[config.mk]
export PLATFORM = sky130hd
export DESIGN_NAME = i2c_portreg_target
export DESIGN_NICKNAME = d
export VERILOG_FILES = /design/src/rtl/i2c_pr_pkg.sv /design/src/rtl/i2c_pr_sync.sv /design/src/rtl/i2c_pr_regs.sv /design/src/rtl/i2c_pr_engine.sv /design/src/rtl/i2c_portreg_target.sv
export SDC_FILE = /design/constraint.sdc
export NUM_CORES = 1
export LEC_CHECK = 0
export ABC_AREA = 1
export CAP_MARGIN = 10
export CORE_AREA = 3 3 107 109
export CTS_CLUSTER_SIZE = 25
export DETAILED_ROUTE_END_ITERATION = 10
export DIE_AREA = 0 0 110 112
export SYNTH_ARGS = -nofsm -noshare
export SYNTH_HDL_FRONTEND = slang
export SYNTH_HIERARCHICAL = 1
export SYNTH_SLANG_ARGS = --single-unit
[constraint.sdc]
create_clock -name clk -period 2.45 [get_ports clk]
set_input_delay 0.49 -clock clk [delete_from_list [all_inputs] [get_ports clk]]
set_output_delay 0.49 -clock clk [all_outputs]
set_load 0.05 [all_outputs]
[src/rtl/i2c_pr_pkg.sv]
package i2c_pr_pkg;
  localparam int REG_W = 6;
  localparam logic [6:0] ADDR_SEL_HI = 7'b1001110;
  localparam logic [6:0] ADDR_SEL_LO = 7'b0110111;

  typedef enum logic [2:0] {
    ST_IDLE, ST_ADDR, ST_AACK, ST_WDAT, ST_WACK, ST_RDAT, ST_RACK
  } bus_st_t;

  function automatic logic [1:0] next_idx(input logic [1:0] i);
    return (i == 2'd2) ? 2'd0 : i + 2'd1;
  endfunction
endpackage

[src/rtl/i2c_pr_sync.sv]
module i2c_pr_sync #(
  parameter int   STAGES = 2,
  parameter logic INIT   = 1'b1
) (
  input  logic clk,
  input  logic rst_n,
  input  logic d,
  output logic q
);
  logic [STAGES-1:0] chain;

  always_ff @(posedge clk) begin
    if (!rst_n) chain <= {STAGES{INIT}};
    else        chain <= {chain[STAGES-2:0], d};
  end

  assign q = chain[STAGES-1];
endmodule

[src/rtl/i2c_pr_regs.sv]
module i2c_pr_regs
  import i2c_pr_pkg::*;
#(
  parameter int COMMIT_CYCLES = 1000000
) (
  input  logic             clk,
  input  logic             rst_n,
  input  logic             wr_go,
  input  logic             wr_sel,
  input  logic [REG_W-1:0] wr_val,
  output logic [REG_W-1:0] val_a,
  output logic [REG_W-1:0] val_b,
  output logic             busy
);
  localparam int CW = $clog2(COMMIT_CYCLES + 1);
  localparam logic [CW-1:0] LOAD = CW'(COMMIT_CYCLES);

  logic [CW-1:0]    remain;
  logic             pend_sel;
  logic [REG_W-1:0] pend_val;
  logic [REG_W-1:0] store [2];

  always_ff @(posedge clk) begin
    if (!rst_n) begin
      remain   <= '0;
      pend_sel <= 1'b0;
      pend_val <= '0;
      store[0] <= '0;
      store[1] <= '0;
    end else if (wr_go && remain == '0) begin
      remain   <= LOAD;
      pend_sel <= wr_sel;
      pend_val <= wr_val;
    end else if (remain != '0) begin
      remain <= remain - CW'(1);
      if (remain == CW'(1)) store[pend_sel] <= pend_val;
    end
  end

  assign val_a = store[0];
  assign val_b = store[1];
  assign busy  = (remain != '0);
endmodule

[src/rtl/i2c_pr_engine.sv]
module i2c_pr_engine
  import i2c_pr_pkg::*;
(
  input  logic             clk,
  input  logic             rst_n,
  input  logic             scl_s,
  input  logic             sda_s,
  input  logic             addr_sel,
  input  logic [REG_W-1:0] rd_a,
  input  logic [REG_W-1:0] rd_b,
  input  logic [7:0]       rd_c,
  input  logic             busy,
  output logic             sda_oe,
  output logic             wr_go,
  output logic             wr_sel,
  output logic [REG_W-1:0] wr_val
);
  localparam logic [7-REG_W:0] PAD = '0;

  bus_st_t    st;
  logic       scl_q, sda_q;
  logic [3:0] cnt;
  logic [7:0] shr, tx;
  logic       rw, mack;
  logic [1:0] idx;

  logic       scl_rise, scl_fall, start_c, stop_c;
  logic [6:0] my_addr;
  logic [1:0] nidx;
  logic [7:0] byte0, byte_n;

  assign scl_rise = scl_s & ~scl_q;
  assign scl_fall = ~scl_s & scl_q;
  assign start_c  = scl_s & scl_q & sda_q & ~sda_s;
  assign stop_c   = scl_s & scl_q & ~sda_q & sda_s;
  assign my_addr  = addr_sel ? ADDR_SEL_HI : ADDR_SEL_LO;
  assign nidx     = next_idx(idx);
  assign byte0    = {PAD, rd_a};

  always_comb begin
    case (nidx)
      2'd0:    byte_n = byte0;
      2'd1:    byte_n = {PAD, rd_b};
      default: byte_n = rd_c;
    endcase
  end

  always_ff @(posedge clk) begin
    if (!rst_n) begin
      st     <= ST_IDLE;
      scl_q  <= 1'b1;
      sda_q  <= 1'b1;
      cnt    <= '0;
      shr    <= '0;
      tx     <= '0;
      rw     <= 1'b0;
      mack   <= 1'b0;
      idx    <= '0;
      sda_oe <= 1'b0;
      wr_go  <= 1'b0;
      wr_sel <= 1'b0;
      wr_val <= '0;
    end else begin
      scl_q <= scl_s;
      sda_q <= sda_s;
      wr_go <= 1'b0;
      if (start_c) begin
        st     <= ST_ADDR;
        cnt    <= '0;
        sda_oe <= 1'b0;
      end else if (stop_c) begin
        st     <= ST_IDLE;
        sda_oe <= 1'b0;
      end else begin
        case (st)
          ST_ADDR: begin
            if (scl_rise) begin
              shr <= {shr[6:0], sda_s};
              cnt <= cnt + 4'd1;
            end else if (scl_fall && cnt == 4'd8) begin
              if (shr[7:1] == my_addr) begin
                sda_oe <= 1'b1;
                rw     <= shr[0];
                st     <= ST_AACK;
              end else begin
                st <= ST_IDLE;
              end
            end
          end
          ST_AACK: begin
            if (scl_fall) begin
              cnt <= '0;
              idx <= '0;
              if (rw) begin
                tx     <= byte0;
                sda_oe <= ~byte0[7];
                st     <= ST_RDAT;
              end else begin
                sda_oe <= 1'b0;
                st     <= ST_WDAT;
              end
            end
          end
          ST_WDAT: begin
            if (scl_rise) begin
              shr <= {shr[6:0], sda_s};
              cnt <= cnt + 4'd1;
            end else if (scl_fall && cnt == 4'd8) begin
              if (!busy) begin
                sda_oe <= 1'b1;
                st     <= ST_WACK;
                if (!shr[7]) begin
                  wr_go  <= 1'b1;
                  wr_sel <= shr[6];
                  wr_val <= shr[REG_W-1:0];
                end
              end else begin
                st <= ST_IDLE;
              end
            end
          end
          ST_WACK: begin
            if (scl_fall) begin
              sda_oe <= 1'b0;
              cnt    <= '0;
              st     <= ST_WDAT;
            end
          end
          ST_RDAT: begin
            if (scl_rise) begin
              cnt <= cnt + 4'd1;
            end else if (scl_fall) begin
              if (cnt == 4'd8) begin
                sda_oe <= 1'b0;
                st     <= ST_RACK;
              end else begin
                tx     <= {tx[6:0], 1'b0};
                sda_oe <= ~tx[6];
              end
            end
          end
          ST_RACK: begin
            if (scl_rise) begin
              mack <= ~sda_s;
            end else if (scl_fall) begin
              if (mack) begin
                idx    <= nidx;
                tx     <= byte_n;
                sda_oe <= ~byte_n[7];
                cnt    <= '0;
                st     <= ST_RDAT;
              end else begin
                st <= ST_IDLE;
              end
            end
          end
          default: st <= ST_IDLE;
        endcase
      end
    end
  end
endmodule

[src/rtl/i2c_portreg_target.sv]
module i2c_portreg_target
  import i2c_pr_pkg::*;
#(
  parameter int COMMIT_CYCLES = 1000000,
  parameter int SYNC_STAGES   = 2
) (
  input  logic             clk,
  input  logic             rst_n,
  input  logic             addr_sel,
  input  logic             scl_i,
  input  logic             sda_i,
  output logic             sda_oe,
  input  logic [7:0]       port_in,
  output logic [REG_W-1:0] out_a,
  output logic [REG_W-1:0] out_b,
  output logic             busy
);
  logic             scl_s, sda_s;
  logic             wr_go, wr_sel;
  logic [REG_W-1:0] wr_val;

  i2c_pr_sync #(.STAGES(SYNC_STAGES), .INIT(1'b1)) u_scl_sync (
    .clk(clk), .rst_n(rst_n), .d(scl_i), .q(scl_s));
  i2c_pr_sync #(.STAGES(SYNC_STAGES), .INIT(1'b1)) u_sda_sync (
    .clk(clk), .rst_n(rst_n), .d(sda_i), .q(sda_s));

  i2c_pr_engine u_eng (
    .clk(clk), .rst_n(rst_n), .scl_s(scl_s), .sda_s(sda_s),
    .addr_sel(addr_sel), .rd_a(out_a), .rd_b(out_b), .rd_c(port_in),
    .busy(busy), .sda_oe(sda_oe), .wr_go(wr_go), .wr_sel(wr_sel),
    .wr_val(wr_val));

  i2c_pr_regs #(.COMMIT_CYCLES(COMMIT_CYCLES)) u_regs (
    .clk(clk), .rst_n(rst_n), .wr_go(wr_go), .wr_sel(wr_sel),
    .wr_val(wr_val), .val_a(out_a), .val_b(out_b), .busy(busy));
endmodule

# ---- After elaboration in Yosys (flattened, before gate mapping)
# Memory sizes are Yosys's and may differ from the RTL's.
# Index checks and enable logic that the tools add are counted.
dict set report totals {
  register_bits 68
  ram_bits 12
  in_bits 13
  output_inout_bits 14
  wordCells 182
  mem_count 1
}
dict set report op_classes {
  n_addsub 3
  n_eq_ne 40
  n_mux 69
  bitwise 21
  n_reduce_logical 28
}
# memory words width read_ports rd_clocked_by_memory_dff write_ports line_no
set mem_list {}
lappend mem_list {u_regs.store 2 6 2 0 2 i2c_pr_regs.sv:21} ;# logic [REG_W-1:0] store [2];
# op n
set op_table {}
lappend op_table {{2-to-1 mux 7 bit} 9}
lappend op_table {{2-to-1 mux 3 bit} 14}
lappend op_table {{2-to-1 mux 20 bit} 2}
lappend op_table {{AND reduction 11 bit} 3}
lappend op_table {{!= test 4 x 1 -> 1 bit, second input constant} 7}
lappend op_table {{2-to-1 mux 1 bit} 26}
lappend op_table {{!= test 2 x 1 -> 1 bit, second input constant} 12}
lappend op_table {{case mux 7 bit (3 select lines)} 1}
lappend op_table {{AND reduction 7 bit} 3}
lappend op_table {{== test 20 x 1 -> 1 bit, second input constant} 1}
lappend op_table {{zero test 20 bit} 1}
lappend op_table {{2-to-1 mux 4 bit} 5}
lappend op_table {{nonzero test 20 bit} 1}
lappend op_table {{subtractor 20 x 1 -> 20 bit, second input constant} 1}
lappend op_table {{case mux 3 bit (6 select lines)} 1}
lappend op_table {{!= test 4 bit, second input constant} 4}
lappend op_table {{case mux 8 bit (2 select lines)} 1}
lappend op_table {{NOT 1 bit} 14}
lappend op_table {{AND reduction 14 bit} 1}
lappend op_table {{2-to-1 mux 2 bit} 6}
lappend op_table {{!= test 2 bit, second input constant} 6}
lappend op_table {{case mux 4 bit (3 select lines)} 1}
lappend op_table {{== test 3 bit, second input constant} 3}
lappend op_table {{AND reduction 4 bit} 2}
lappend op_table {{22 further kinds} 36}

# ---- Depth between registers and ports, before layout
dict set report logic_depth {
  depth_word 9
  ltp_mapped 13
  depth_no_buf 12
}

# ---- Hierarchy
# Netlist, hierarchy kept.
# module n_inst cells_each area_per_inst_um2
set by_module_without_submodules {}
lappend by_module_without_submodules {i2c_pr_engine 1 329 2084.5}
lappend by_module_without_submodules {i2c_pr_regs 1 259 1988.2}
lappend by_module_without_submodules {i2c_pr_sync 2 6 55.1}

# ---- Least setup slack after synthesis
# OpenSTA, ideal clock, no wires.
dict set report synth_path {
  path_type {register -> register}
  from {reg u_regs.remain[0]}
  to {reg u_eng.wr_sel}
  setup_ns 0.116
  t_arrival_ns 2.107
  setup_slack_ns 0.227
  path_stages_with_launch 12
  path_buffers 1
  synth_period_minus_slack_ns 2.223
  path_cell_list {dfxtp_1 > inv_1 > ha_1 > nand2_4 > nor2_8 > nand3_4 > buf_2 > nand3b_1 > nor3_4 > inv_1 > nor2_1 > nor2_1}
}
dict set report synth_via {
  elab_chain_cells 3
}
# item line_no
set synth_lines {}
lappend synth_lines {{start, declared} i2c_pr_regs.sv:18} ;# logic [CW-1:0] remain;
lappend synth_lines {{start signal, assigned} i2c_pr_regs.sv:35} ;# remain <= remain - CW'(1);
lappend synth_lines {{nonzero test 20 bit} i2c_pr_regs.sv:42} ;# assign busy = (remain != '0);
lappend synth_lines {{net busy} i2c_portreg_target.sv:16} ;# output logic busy
lappend synth_lines {{NOT 1 bit (no line)} -}
lappend synth_lines {{AND reduction 7 bit (no line)} -}
lappend synth_lines {{end signal, assigned} i2c_pr_engine.sv:114} ;# wr_sel <= shr[6];
lappend synth_lines {{end, declared} i2c_pr_engine.sv:15} ;# output logic wr_sel,
# The timed path passes the listed nets, and every way through them passes these cells.
# A chain may end at the register's enable or synchronous reset.

# ---- Worst setup path after layout
dict set report layout_path {
  from {reg u_regs.remain[0]}
  to {out busy}
}
dict set report layout_via {
  elab_chain_cells 1
}
# item line_no
set layout_lines {}
lappend layout_lines {{nonzero test 20 bit} i2c_pr_regs.sv:42}
lappend layout_lines {{end, declared} i2c_portreg_target.sv:16}
# No other way between the ends.

==> metrics.cfg <==
[placement]
post-place-ws_ns = 0.306
io_buffers = 26
hpwl_um = 7450
gp_congestion = 0.902

[status]
status = completed

[cts]
cts_setup_buffers = 0
clock-sinks = 80
clk_pin_slew_ns = 0.08
cts_resized = 1
clock_latency_ns = 0.36
hold_buffers = 0
clockRootBuffer = clkbuf_8
ctsHtreeMaxLevel = 3
clock_path_buffers = 2
cts_made_buffers = 9
cts_tree = yes

[floorplanning]
coreArea_sq_mm = 0.0107
placementRows = 38
dieWidth_um = 110
start_util = 0.391
io_pins = 27
die_area_sq_mm = 0.0123
die_h_um = 112

[critical_path]
worst-path-max-fanout = 14
path_cells = inv_1 -> ha_4 -> nand2_4 -> nor2_8 -> nand3_4 -> buf_4 -> buf_4
cp.arrival_ns = 1.85
ff2ff_path_depth = 10
slowest_stage = dfxtp_1
path_depth = 7
cp_num_buf_inv = 3
startpoint_type = flip-flop
path_class = flip-flop to output pin
crit_required_ns = 1.96
cp-end-kind = output pin
cp_slowest_stage_delay_ns = 0.34
crit_path_frequent_cell = buf_4
cpLargestDelayFamily = buffers and inverters

[timing]
relSlewSlack = 0.644
timing.final.crit_period_ns = 2.34
setup_slack_ns = 0.107
rsz0062_at_grt = no
hold_viol_final = 0
post-route-period-util = 0.956
fin_setup_tns_ns = 0
skew_ns = 0.00915
tightest_slew_ns = 0.531
final-setup-viol-count = 0
max_freq_ghz = 0.427
whs_ns = 0.408
drv_slew = 0

[min_path]
hold-path-cell-count = 2
min_path_type = flip-flop to flip-flop

[synth]
synth_flop_cell = dfxtp_1
ys_types = 38
syn_area_sq_mm = 0.00418
yosysSeqAreaShare = 0.412
synth_cells = 600
async_reset_ff_frac = 0
synth_top_area_frac = 0.325
synth_top_area_cell = dfxtp_1
ys_top_cells_by_area = dfxtp_1 (33%), nand2_1 (13%), nor2_1 (12%)
synth_edf_count = 12
ys_warn_count = 6
syn_area_per_cell_sq_um = 6.97
synth_seq_cells = 80
synth_nets = 617

[power_and_ir_drop]
p_leak_nw = 2.23
power_density_mw_per_mm2 = 986
ir_drop_v = 0.000845

[routing]
routed_wl_um = 9840
vias = 3761
avgViaCountPerCell = 4.83
wire_per_inst_um = 12.6
drt-pass1-iter-count = 5
ant_nets = 0
drt_iter0_drc = 270
post-route-drc-count = 0

[global_route]
grtUsageTotal = 0.169
gr-total-overflow = 0
grt_pass1_vias = 3597
grt_max_degree = 48
grt_pass1_wl_um = 16700
antenna_found_initial = 0

[run]
drv_cap = 0

[layout]
utilization = 0.452
final_nets = 650
syn2layout_area_growth_pct = 15.7
drive_gt1_frac = 0.0846
num_antenna_cells = 0

==> per-stage QoR <==
step	instances	total power [W]	cell area [sq um]
floorplan	600	0.00319	4180
global placement	762	0.00356	4580
detailed placement	762	0.00358	4580
CTS	778	0.00478	4830
global route	778	0.00513	4840
finish	778	0.00477	4840
==> sequential cells by signal, summed over array words and instances, names as in the netlist, 2 cells and up <==
| signal | count |
|---|---|
| u_regs/pend_val | 6 |
| u_regs/store | 12 |
| u_eng/shr | 8 |
| u_eng/tx | 7 |
| u_sda_sync/chain | 2 |
| u_eng/st | 3 |
| u_eng/cnt | 4 |
| u_scl_sync/chain | 2 |
| u_eng/idx | 2 |
| u_regs/remain | 20 |
| u_eng/wr_val | 6 |
==> cell families (layout without fill, tap and decap cells) <==
logic type      after synthesis  after routing  synth area share
simple gates                348            348             0.378
buf+inv                      95            133            0.0990
flops                        80             80             0.412
compound gates               65             65            0.0832
xor+xnor                      8              8            0.0168
fa+ha+maj                     4              4            0.0120
==> final cells by class <==
type | count | area (sq um)
inverters | 85 | 325
flip-flops and latches | 80 | 1720
clock buffers | 10 | 128
multi-input cells | 425 | 2060
well taps | 140 | 175
fillers | 1106 | 5860
clock inverters | 6 | 115
repair buffers | 32 | 315
==> placed cells by master (no fill, tap or decap), types with 2 or more instances in the layout <==
cell / n
nand2_2: 4
nand2_4: 2
edfxtp_1: 12
xor2_1: 7
o211ai_1: 2
o21ai_1: 7
clkinv_4: 2
nand4_1: 12
ha_1: 3
a21oi_1: 28
inv_2: 4
nand2_1: 142
clkdlybuf4s50_1: 25
nand4_2: 3
nand3b_1: 4
inv_1: 79
dfxtp_1: 68
o21ai_0: 23
buf_4: 6
nand3_1: 32
nand3_4: 3
bufinv_16: 3
nor3_1: 6
nor2_1: 129
nor2_8: 2
nor2_2: 2
clkbuf_8: 9
a21oi_2: 4
==> synth_stat cells (all sizes together), types with 4 or more instances <==
cell / count
a21oi: 32
nand2: 148
nand3b: 4
nor3: 8
inv: 83
o21ai: 30
dfxtp: 68
buf: 9
nor2: 133
xor2: 7
nand3: 36
ha: 4
nand4: 16
edfxtp: 12
==> routing by layer <==
metal,GRT usage,vias up,part of all wire
met5,0,-,0
met4,0.0640,0,0.019
met3,0.0243,17,0.030
met2,0.278,69,0.47
met1,0.224,1720,0.48
li1,-,1955,-
==> worst paths after layout <==
kind	start	endpoint	slack (ns)
worst max register to register	u_regs/remain[0]	u_eng/wr_sel	0.35
worst min register to register	u_sda_sync/chain[0]	u_sda_sync/chain[1]	0.41
worst min-delay path	u_sda_sync/chain[0]	u_sda_sync/chain[1]	0.41
worst max-delay path	u_regs/remain[0]	busy	0.11
==> tightest hold or removal path, stage by stage, from the launching register on <==
cell and delay, ns:
dfxtp_1 0.31, inv_1 0.03, nand2_1 0.04
==> where the power goes <==
group	internal, W	switching, W	leakage [nW]
combinational	0.000663	0.00128	1.43
clock	0.000683	0.000509	0.117
sequential	0.00149	0.000141	0.676
Power figures use the tool's default switching activity.
